<file path="src/rtl/tpol_pkg.sv">
`timescale 1ns/1ps
package tpol_pkg;

  localparam int FRAC_W   = 32;
  localparam int CLK_NS   = 10;
  localparam int SLICE_NS = 50;

  typedef enum logic [3:0] {
    ACT_DISCARD  = 4'd1,
    ACT_MARK_RED = 4'd2
  } act_e;

  // rate units per second -> fixed-point credit per slice, rounded
  function automatic logic [63:0] slice_factor(input logic [63:0] scale);
    logic [127:0] num;
    num = (128'(scale) * 128'(SLICE_NS)) << FRAC_W;
    return 64'((num + 128'd500_000_000) / 128'd1_000_000_000);
  endfunction

  localparam logic [63:0] K_PKT  = slice_factor(64'd1);
  localparam logic [63:0] K_KILO = slice_factor(64'd1_000);
  localparam logic [63:0] K_MEGA = slice_factor(64'd1_000_000);

  // {drop, red}
  function automatic logic [1:0] act_decode(input logic [3:0] code);
    return {1'b1, code == ACT_MARK_RED};
  endfunction

endpackage

</file>
<file path="src/rtl/tpol_scale.sv">
`timescale 1ns/1ps
module tpol_scale import tpol_pkg::*; #(
  parameter int RATE_W = 32,
  parameter int CRED_W = 64
) (
  input  logic [RATE_W-1:0] rate,
  input  logic              bytes,
  input  logic              unit_k,
  output logic [CRED_W-1:0] credit
);
  logic [CRED_W-1:0] factor;

  always_comb begin
    if (!bytes)      factor = CRED_W'(K_PKT);
    else if (unit_k) factor = CRED_W'(K_KILO);
    else             factor = CRED_W'(K_MEGA);
    credit = CRED_W'(rate) * factor;
  end
endmodule

</file>
<file path="src/rtl/tpol_bucket.sv">
`timescale 1ns/1ps
module tpol_bucket #(
  parameter int FX_W   = 96,
  parameter int CRED_W = 64
) (
  input  logic              clk,
  input  logic              rst_n,
  input  logic              load,
  input  logic              tick,
  input  logic              take,
  input  logic [FX_W-1:0]   cap_now,
  input  logic [FX_W-1:0]   cap_load,
  input  logic [FX_W-1:0]   cost,
  input  logic [CRED_W-1:0] credit,
  output logic              fits
);
  logic [FX_W-1:0] level;
  logic [FX_W:0]   after_take, after_fill;

  assign fits = level >= cost;

  always_comb begin
    after_take = {1'b0, level} - ((take && fits) ? {1'b0, cost} : '0);
    after_fill = tick ? after_take + (FX_W+1)'(credit) : after_take;
    if (after_fill > {1'b0, cap_now}) after_fill = {1'b0, cap_now};
  end

  always_ff @(posedge clk) begin
    if (!rst_n)    level <= '0;
    else if (load) level <= cap_load;
    else           level <= after_fill[FX_W-1:0];
  end

  AST_LEVEL_CAP: assert property (@(posedge clk) disable iff (!rst_n)
    !load |-> level <= cap_now);
  AST_DENY_KEEPS: assert property (@(posedge clk) disable iff (!rst_n)
    (take && !fits && !tick && !load) |=> level == $past(level));
endmodule

</file>
<file path="src/rtl/trap_policer.sv">
`timescale 1ns/1ps
module trap_policer import tpol_pkg::*; #(
  parameter int RATE_W = 32,
  parameter int LEN_W  = 16,
  parameter int CBS_W  = 6,
  parameter int CNT_W  = 32,
  parameter int ACT_W  = 4
) (
  input  logic              clk,
  input  logic              rst_n,
  input  logic              in_valid,
  output logic              in_ready,
  input  logic [LEN_W-1:0]  in_len,
  output logic              out_valid,
  input  logic              out_ready,
  output logic              out_drop,
  output logic              out_red,
  input  logic              cfg_load,
  input  logic              cfg_bytes,
  input  logic              cfg_unit_k,
  input  logic              cfg_dual,
  input  logic [RATE_W-1:0] cfg_cir,
  input  logic [RATE_W-1:0] cfg_eir,
  input  logic [CBS_W-1:0]  cfg_cbs,
  input  logic [ACT_W-1:0]  cfg_exc_act,
  input  logic [ACT_W-1:0]  cfg_vio_act,
  input  logic              cnt_clr,
  output logic [CNT_W-1:0]  cnt_pass,
  output logic [CNT_W-1:0]  cnt_drop
);
  localparam int LVL_W  = 1 << CBS_W;
  localparam int FX_W   = LVL_W + FRAC_W;
  localparam int CRED_W = RATE_W + 32;
  localparam int SL_CYC = SLICE_NS / CLK_NS;
  localparam int SL_W   = (SL_CYC > 1) ? $clog2(SL_CYC) : 1;
  localparam logic [CBS_W-1:0] CBS_FLOOR = CBS_W'(3);

  // latched configuration
  logic              bytes_q, unit_k_q, dual_q;
  logic [RATE_W-1:0] cir_q, eir_q;
  logic [CBS_W-1:0]  cbs_q;
  logic [ACT_W-1:0]  exc_q, vio_q;

  always_ff @(posedge clk) begin
    if (!rst_n) begin
      bytes_q <= 1'b0; unit_k_q <= 1'b0; dual_q <= 1'b0;
      cir_q <= '0; eir_q <= '0; cbs_q <= '0;
      exc_q <= ACT_W'(ACT_DISCARD); vio_q <= ACT_W'(ACT_DISCARD);
    end else if (cfg_load) begin
      bytes_q <= cfg_bytes; unit_k_q <= cfg_unit_k; dual_q <= cfg_dual;
      cir_q <= cfg_cir; eir_q <= cfg_eir; cbs_q <= cfg_cbs;
      exc_q <= cfg_exc_act; vio_q <= cfg_vio_act;
    end
  end

  // slice timer
  logic [SL_W-1:0] slice_cnt;
  logic            tick;
  assign tick = (slice_cnt == SL_W'(SL_CYC - 1)) && !cfg_load;

  always_ff @(posedge clk) begin
    if (!rst_n || cfg_load || tick) slice_cnt <= '0;
    else                            slice_cnt <= slice_cnt + 1'b1;
  end

  // burst caps and packet cost
  logic [CBS_W-1:0] cbs_now_eff, cbs_new_eff;
  logic [FX_W-1:0]  cap_now, cap_load, cost_fx;

  always_comb begin
    cbs_now_eff = (cbs_q   < CBS_FLOOR) ? CBS_FLOOR : cbs_q;
    cbs_new_eff = (cfg_cbs < CBS_FLOOR) ? CBS_FLOOR : cfg_cbs;
    cap_now  = FX_W'(1) << (32'(cbs_now_eff) + FRAC_W);
    cap_load = FX_W'(1) << (32'(cbs_new_eff) + FRAC_W);
    cost_fx  = bytes_q ? (FX_W'(in_len) << FRAC_W) : (FX_W'(1) << FRAC_W);
  end

  // stream handshake
  logic accept;
  assign in_ready = (!out_valid || out_ready) && !cfg_load;
  assign accept   = in_valid && in_ready;

  // committed (0) and exceed (1) buckets
  logic [RATE_W-1:0] rate_sel [2];
  logic [CRED_W-1:0] credit   [2];
  logic [1:0]        fits, take;

  assign rate_sel[0] = cir_q;
  assign rate_sel[1] = eir_q;
  assign take[0]     = accept && fits[0];
  assign take[1]     = accept && dual_q;

  for (genvar g = 0; g < 2; g++) begin : g_bkt
    tpol_scale #(.RATE_W(RATE_W), .CRED_W(CRED_W)) u_scale (
      .rate(rate_sel[g]), .bytes(bytes_q), .unit_k(unit_k_q), .credit(credit[g])
    );
    tpol_bucket #(.FX_W(FX_W), .CRED_W(CRED_W)) u_bucket (
      .clk(clk), .rst_n(rst_n), .load(cfg_load), .tick(tick), .take(take[g]),
      .cap_now(cap_now), .cap_load(cap_load), .cost(cost_fx),
      .credit(credit[g]), .fits(fits[g])
    );
  end

  // verdict
  logic v_drop, v_red;
  always_comb begin
    {v_drop, v_red} = 2'b00;
    if (!fits[0]) begin
      if (dual_q && fits[1]) {v_drop, v_red} = act_decode(exc_q);
      else                   {v_drop, v_red} = act_decode(vio_q);
    end
  end

  always_ff @(posedge clk) begin
    if (!rst_n) begin
      out_valid <= 1'b0; out_drop <= 1'b0; out_red <= 1'b0;
    end else if (accept) begin
      out_valid <= 1'b1; out_drop <= v_drop; out_red <= v_red;
    end else if (out_ready) begin
      out_valid <= 1'b0;
    end
  end

  always_ff @(posedge clk) begin
    if (!rst_n || cnt_clr) begin
      cnt_pass <= '0; cnt_drop <= '0;
    end else if (accept) begin
      if (v_drop) cnt_drop <= cnt_drop + 1'b1;
      else        cnt_pass <= cnt_pass + 1'b1;
    end
  end

  AST_STALL_HOLD: assert property (@(posedge clk) disable iff (!rst_n)
    (out_valid && !out_ready) |=> out_valid && $stable(out_drop) && $stable(out_red));
  AST_STALL_BLOCK: assert property (@(posedge clk) disable iff (!rst_n)
    (out_valid && !out_ready) |-> !in_ready);
  AST_RED_IS_DROP: assert property (@(posedge clk) disable iff (!rst_n)
    (out_valid && out_red) |-> out_drop);
  AST_CLR_ZERO: assert property (@(posedge clk) disable iff (!rst_n)
    cnt_clr |=> (cnt_pass == '0) && (cnt_drop == '0));
  AST_SINGLE_NO_EXCEED: assert property (@(posedge clk) disable iff (!rst_n)
    !dual_q |-> !take[1]);
endmodule

</file>
<file path="config.mk">
export PLATFORM = sky130hd
export DESIGN_NAME = trap_policer
export DESIGN_NICKNAME = d
export VERILOG_FILES = /design/src/rtl/tpol_pkg.sv /design/src/rtl/tpol_scale.sv /design/src/rtl/tpol_bucket.sv /design/src/rtl/trap_policer.sv
export SDC_FILE = /design/constraint.sdc
export NUM_CORES = 2
export LEC_CHECK = 0
export BUFFER_PORTS_ARGS = -buffer_cell sky130_fd_sc_hd__buf_2
export CORE_MARGIN = 8
export CORE_UTILIZATION = 55
export CTS_CLUSTER_SIZE = 24
export DETAILED_ROUTE_END_ITERATION = 16
export GPL_TIMING_DRIVEN = 0
export PLACE_DENSITY = 0.71
export REMOVE_ABC_BUFFERS = 1
export SLEW_MARGIN = 15
export SYNTH_ARGS = -nofsm -noshare
export SYNTH_HDL_FRONTEND = slang
export SYNTH_HIERARCHICAL = 1
export SYNTH_SLANG_ARGS = --single-unit
export TNS_END_PERCENT = 30
</file>
<file path="constraint.sdc">
create_clock -name clk -period 25.9 [get_ports clk]
set_clock_uncertainty 0.1 [all_clocks]
set_input_delay 1.295 -clock clk [delete_from_list [all_inputs] [get_ports clk]]
set_output_delay 1.295 -clock clk [all_outputs]
set_load 0.01 [all_outputs]
</file>
-- Word-level counts from Yosys, hierarchy flattened
Cells that the tools add are included.
- equality and inequality tests: 3
- reduce and logical (&&, ||, !) cells: 18
- shift-type cells: 2
- add/subtract/negate cells: 9
- multiply operators: 2
- mux-type cells: 18
- $lt $le $gt $ge: 6
- bitwise gates (word level): 1
- operator list (cell ; number):
    two-way mux 96 bit ; 4
    adder 97 x 64 -> 97 bit ; 2
    > comparator 97 x 96 -> 1 bit ; 2
    two-way mux 97 bit ; 2
    subtractor 96 x 97 -> 97 bit ; 2
    >= comparator 96 x 48 -> 1 bit ; 2
    << shifter 1 x 7 -> 96 bit, first input constant ; 2
    two-way mux 48 bit ; 3
    multiplier 32 x 64 -> 64 bit ; 2
    adder 32 x 1 -> 32 bit, second input constant ; 2
    two-way mux 64 bit ; 1
    two-way mux 28 bit ; 1
    adder 6 x 6 -> 7 bit, second input constant ; 2
    < comparator 6 x 2 -> 1 bit, second input constant ; 2
    two-way mux 6 bit ; 2
    equality test 4 x 2 -> 1 bit, second input constant ; 2
    logical AND 1 bit ; 8
    two-way mux 1 bit ; 5
    logical OR 1 bit ; 4
    AND reduction 2 bit ; 2
    adder 3 x 1 -> 3 bit, second input constant ; 1
    equality test 3 bit, second input constant ; 1
    zero test 1 bit ; 3
    nonzero test 2 bit ; 1
    NOT 1 bit ; 1
- logic and storage cells: 75
- input port bits: 103
- flip-flop bits (word level): 343
- output and inout bits: 68

-- Depth between registers and ports, before layout
- depth after elaboration: 13
- depth in mapped cells: 66
- depth with buffers taken out: 61

-- By module
The synthesis kept the hierarchy.
- modules (own cells, without submodules) (module ; area each (um^2) ; seq. area each (um^2) ; times used ; cells each):
    tpol_bucket ; 22646.7 ; 1921.8 ; 2 ; 3266
    tpol_scale (g_bkt[0].u_scale) ; 22260.1 ; 0.0 ; 1 ; 2382
    tpol_scale (g_bkt[1].u_scale) ; 21807.2 ; 0.0 ; 1 ; 2281
    trap_policer ; 7235.7 ; 3022.9 ; 1 ; 865

-- Least setup slack after synthesis
OpenSTA, ideal clock, no wires.
- kind: register -> register
- from: register bytes_q
- to: register g_bkt[0].u_bucket.level[39]
- buffers on the path: 6
- required time: 25678 ps
- clock period less this slack: 14028 ps
- cell stages (with the launch flop): 59
- data arrival time: 13806 ps
- setup slack: 11872 ps
- library setup time: 122 ps
- path through: dfxtp_1 -> clkbuf_1 -> clkbuf_1 -> clkbuf_1 -> nand2_1 -> nor2_1 -> inv_1 -> fa_1 -> fa_1 -> inv_1 -> fa_1 -> inv_1 -> fa_1 -> inv_1 -> fa_1 -> inv_1 -> fa_1 -> inv_1 -> (+23 left out) -> buf_2 -> or2_2 -> nor3_1 -> xor2_1 -> ha_1 -> a21o_1 -> a21o_1 -> a21oi_1 -> o21ai_0 -> a21o_1 -> a21oi_1 -> nand4_1 -> a41oi_1 -> o31ai_1 -> a211oi_2 -> clkbuf_1 -> nor3_1 -> a311o_1
- RTL lines (item ; line ; RTL):
    start, declared ; trap_policer.sv:39 ; logic bytes_q, unit_k_q, dual_q;
    start signal, assigned ; trap_policer.sv:50 ; bytes_q <= cfg_bytes; unit_k_q <= cfg_unit_k; dual_q <= cfg_dual;
    end signal, assigned ; tpol_bucket.sv:30 ; else if (load) level <= cap_load;
    end signal, assigned ; tpol_bucket.sv:31 ; else level <= after_fill[FX_W-1:0];
    end, declared ; tpol_bucket.sv:17 ; logic [FX_W-1:0] level;

-- Worst setup path in the final report
- from: register bytes_q
- to: register g_bkt[0].u_bucket.level[95]
- cells in the longest elaborated chain, start to end: 11
- elaborated cells on any way between the ends: 13
- classes of those cells: 2 x add/sub; 1 x mul; 2 x order compare; 6 x mux; 2 x reduce/logical
- RTL lines (item ; line ; RTL):
    two-way mux 48 bit * ; trap_policer.sv:75 ; cost_fx = bytes_q ? (FX_W'(in_len) << FRAC_W) : (FX_W'(1) << FRAC_W);
    net cost_fx[41] ; trap_policer.sv:68 ; logic [FX_W-1:0] cap_now, cap_load, cost_fx;
    >= comparator 96 x 48 -> 1 bit * ; tpol_bucket.sv:20 ; assign fits = level >= cost;
    net fits[0] ; trap_policer.sv:86 ; logic [1:0] fits, take;
    logical AND 1 bit * ; trap_policer.sv:90 ; assign take[0] = accept && fits[0];
    net take[0] ; trap_policer.sv:86 ;
    logical AND 1 bit * ; tpol_bucket.sv:23 ; after_take = {1'b0, level} - ((take && fits) ? {1'b0, cost} : '0);
    two-way mux 48 bit * ; tpol_bucket.sv:23 ;
    subtractor 96 x 97 -> 97 bit * ; tpol_bucket.sv:23 ;
    adder 97 x 64 -> 97 bit ; tpol_bucket.sv:24 ; after_fill = tick ? after_take + (FX_W+1)'(credit) : after_take;
    two-way mux 97 bit * ; tpol_bucket.sv:24 ;
    > comparator 97 x 96 -> 1 bit ; tpol_bucket.sv:25 ; if (after_fill > {1'b0, cap_now}) after_fill = {1'b0, cap_now};
    two-way mux 96 bit * ; tpol_bucket.sv:25 ;
    two-way mux 96 bit * ; tpol_bucket.sv:30 ;
Mark *: on every way through the listed nets, which the timed path passes. The rest lies on a longest branch.
A chain may end at the register's enable or synchronous reset.

==> flow_summary.yaml <==
run_status:
  status: "complete, no violations"
yosys:
  synth.top_cell.area_share_pct: 21.26
  syn_inst: 12060
  yosysTopAreaCell: "fa_1"
  synth_edf_count: 0
  synth_cell_types: 107
  synth_area_leaders: "fa_1 (21%), ha_1 (20%), inv_1 (7.8%)"
  async_flop_share_pct: 0
  synth_warnings: 6
  synth-seq-area-share_pct: 7.109
  synth-seq-cells: 343
  synth_area_per_cell_um2: 8.010
  synthFlopType: "dfxtp_1"
  syn_area_mm2: 0.09660
timing:
  rsz0062_at_grt: "false"
  slew_violations: 0
  timing_hold_violations_final: 0
  tns_ns: 0
  setup_viol_count_final: 0
  fin_ws_ns: 7.654
  worst_pin_slew_ns: 1.329
  timing.fmax_ghz: 0.05481
  period_share_pct: 70.45
  whs_ns: 0.3598
  max_slew_margin_pct: 10.57
  fin_crit_ns: 18.25
finish:
  postLayoutCellArea_mm2: 0.1028
  multi_input_area_mm2: 0.08195
  final_nets: 14970
  area_growth_pct: 6.438
  nFillCells: 16191
  layout_commonest_cell: "inv_1"
  drive_above_1_share_pct: 5.299
  most-common-layout-cells: "inv_1 (1996), ha_1 (1538), fa_1 (1026), nand2_1 (948), nor2_1 (747)"
  regArea_mm2: 0.006874
grt:
  grt_max_degree: 135
  track_usage_pct: 32.12
  grt.overflow.total: 0
  first_global_vias: 85905
  antenna_found_initial: 6
  grt_pass1_wl_um: 489600
min_path:
  min-delay-start: "slice_cnt[0]"
  worstHoldPathType: "reg2reg"
floorplanning:
  die_area_mm2: 0.1893
  initial_utilization_pct: 55.09
  io_pins: 171
  die_y_um: 435.1
  std_cell_rows: 154
  core-area_mm2: 0.1753
  die_w_um: 435.1
clock_tree:
  clkSinkCount: 343
  cts-resized-gates: 0
  cts_tree: "built"
  htreeDepth: 2
  cts_made_buffers: 46
  worstSkewPairLatency_ns: 0.71
  post-cts-setup-buffers: 0
  hold_buffers: 0
  root_buffer: "clkbuf_16"
  clk_pin_slew_worst_paths_ns: 0.06
  clk_path_buf_depth: 3
power_and_ir_drop:
  pwr_density_cell_mw_per_mm2: 122.4
  vdd_drop_max_mv: 0.1616
  p_leak_nw: 53.75
critical_path:
  crit_fanout: 62
  crit_type: "reg2reg"
  start_kind: "flip-flop"
  cp.arrival_ns: 18.69
  cpMaxStageDelayCell: "or4_1"
  setup.worst_path.start: "bytes_q"
  cp-end-kind: "flip-flop"
  cp_common_cell: "a21o_1"
  rr_startpoint: "bytes_q"
  slowest_delay_ns: 0.62
  critPathRequiredTime_ns: 26.34
placement:
  dpl.hpwl_um: 270000
  port_buffers: 170
  place_ws_ns: 7.826
  placed_area_mm2: 0.1012
  gp_congestion: 0.9723
detailed_routing:
  viasPerCell: 5.872
  drt-total-wl_um: 313200
  wl_met1_um: 137800
  ant_nets: 0
  wl_per_cell_um: 21.33
  first_pass_iters: 7
  drt-initial-drc-count: 7132
  wl_met2_um: 141900
  drc: 0
  num_vias: 86235
  top_layer: "met5"
  met3_length_um: 19880
run:
  maxCapViolCount: 0
## final cells by class
type | count | share of cell area [%]
repair buffers | 216 | 1.838
clock inverters | 24 | 0.3420
flip-flops and latches | 343 | 6.686
multi-input cells | 9696 | 79.71
inverters | 2000 | 7.304
clock buffers | 62 | 1.266
diodes | 4 | 0.009736
well taps | 2340 | 2.848
## registers in the layout, summed over array words and instances (netlist names), 3 cells and up
register,count
g_bkt.u_bucket/level,192
cbs_q,6
eir_q,32
cnt_drop,32
exc_q,4
vio_q,4
cir_q,32
slice_cnt,3
cnt_pass,32
## cells by family after synthesis
logic type,synth area share (%)
compound gates,17.30
mux,1.810
simple gates,18.14
other cells,0.01166
xor+xnor,4.407
fa+ha+maj,41.18
flops,7.109
buf+inv,10.04
## per-stage QoR
stage          cells  util [%]  power, mW
4_1_cts        14681     58.63      12.41
3_5_place_dp   14595     57.69      11.60
6_report       14685     58.64      12.59
3_3_place_gp   14549     57.03      11.27
2_1_floorplan  12039         -      8.352
5_1_grt        14681     58.63      13.64
## per-layer routing
layer	up-vias	global-route usage (%)
met1	41817	44.18
met4	6	11.60
met2	2861	51.90
met5	-	0
met3	547	4.157
li1	41004	-
## cell usage after synthesis, types with 16 or more instances
cell,n
a31oi_1,67
o21ai_1,58
a21o_1,416
buf_6,17
nand4_1,358
clkbuf_1,335
buf_2,95
nor2_1,750
dfxtp_1,343
o211ai_1,159
nand2_1,950
or3_1,43
o2111ai_1,25
mux2i_1,88
and3_1,145
o31a_1,22
xor2_1,201
o31ai_1,46
or2_2,71
o21bai_1,92
and2_1,148
nor2b_1,183
a211oi_1,55
a311oi_1,24
a21boi_0,16
a221o_1,21
inv_1,1996
mux2_2,77
o21ai_0,403
nand3_1,402
a221oi_1,18
nor4_1,37
nor3_1,181
o211ai_2,64
o21a_1,52
nand2b_1,121
a21oi_1,690
fa_1,1026
buf_1,36
a31o_2,22
and4_1,32
a211o_1,19
ha_1,1538
a311o_1,40
xnor2_1,285
## critical path: cells and delay by family (launching register included)
kind                     cells  cell delay [ns]
AO/OA/AOI/OAI               28             7.20
AND/OR/NAND/NOR             18             5.38
buffers and inverters       11             2.50
adder cells (fa/ha/maj)      4             1.61
flip-flops                   1             0.57
XOR/XNOR                     2             0.49
## worst paths after layout
path                                      end  slack, ns  cells after the start
setup reg to reg  g_bkt[0].u_bucket/level[95]       7.65                     63
hold reg to reg                  slice_cnt[0]       0.36                      1
hold / removal                   slice_cnt[0]       0.36                      1
setup / recovery  g_bkt[0].u_bucket/level[95]       7.65                     63
## power by group
| group | internal [mW] | switching, mW |
|---|---|---|
| clock network | 0.410 | 0.311 |
| logic | 4.14 | 7.06 |
| registers | 0.597 | 0.0750 |
(Power assumes the default switching activity.)
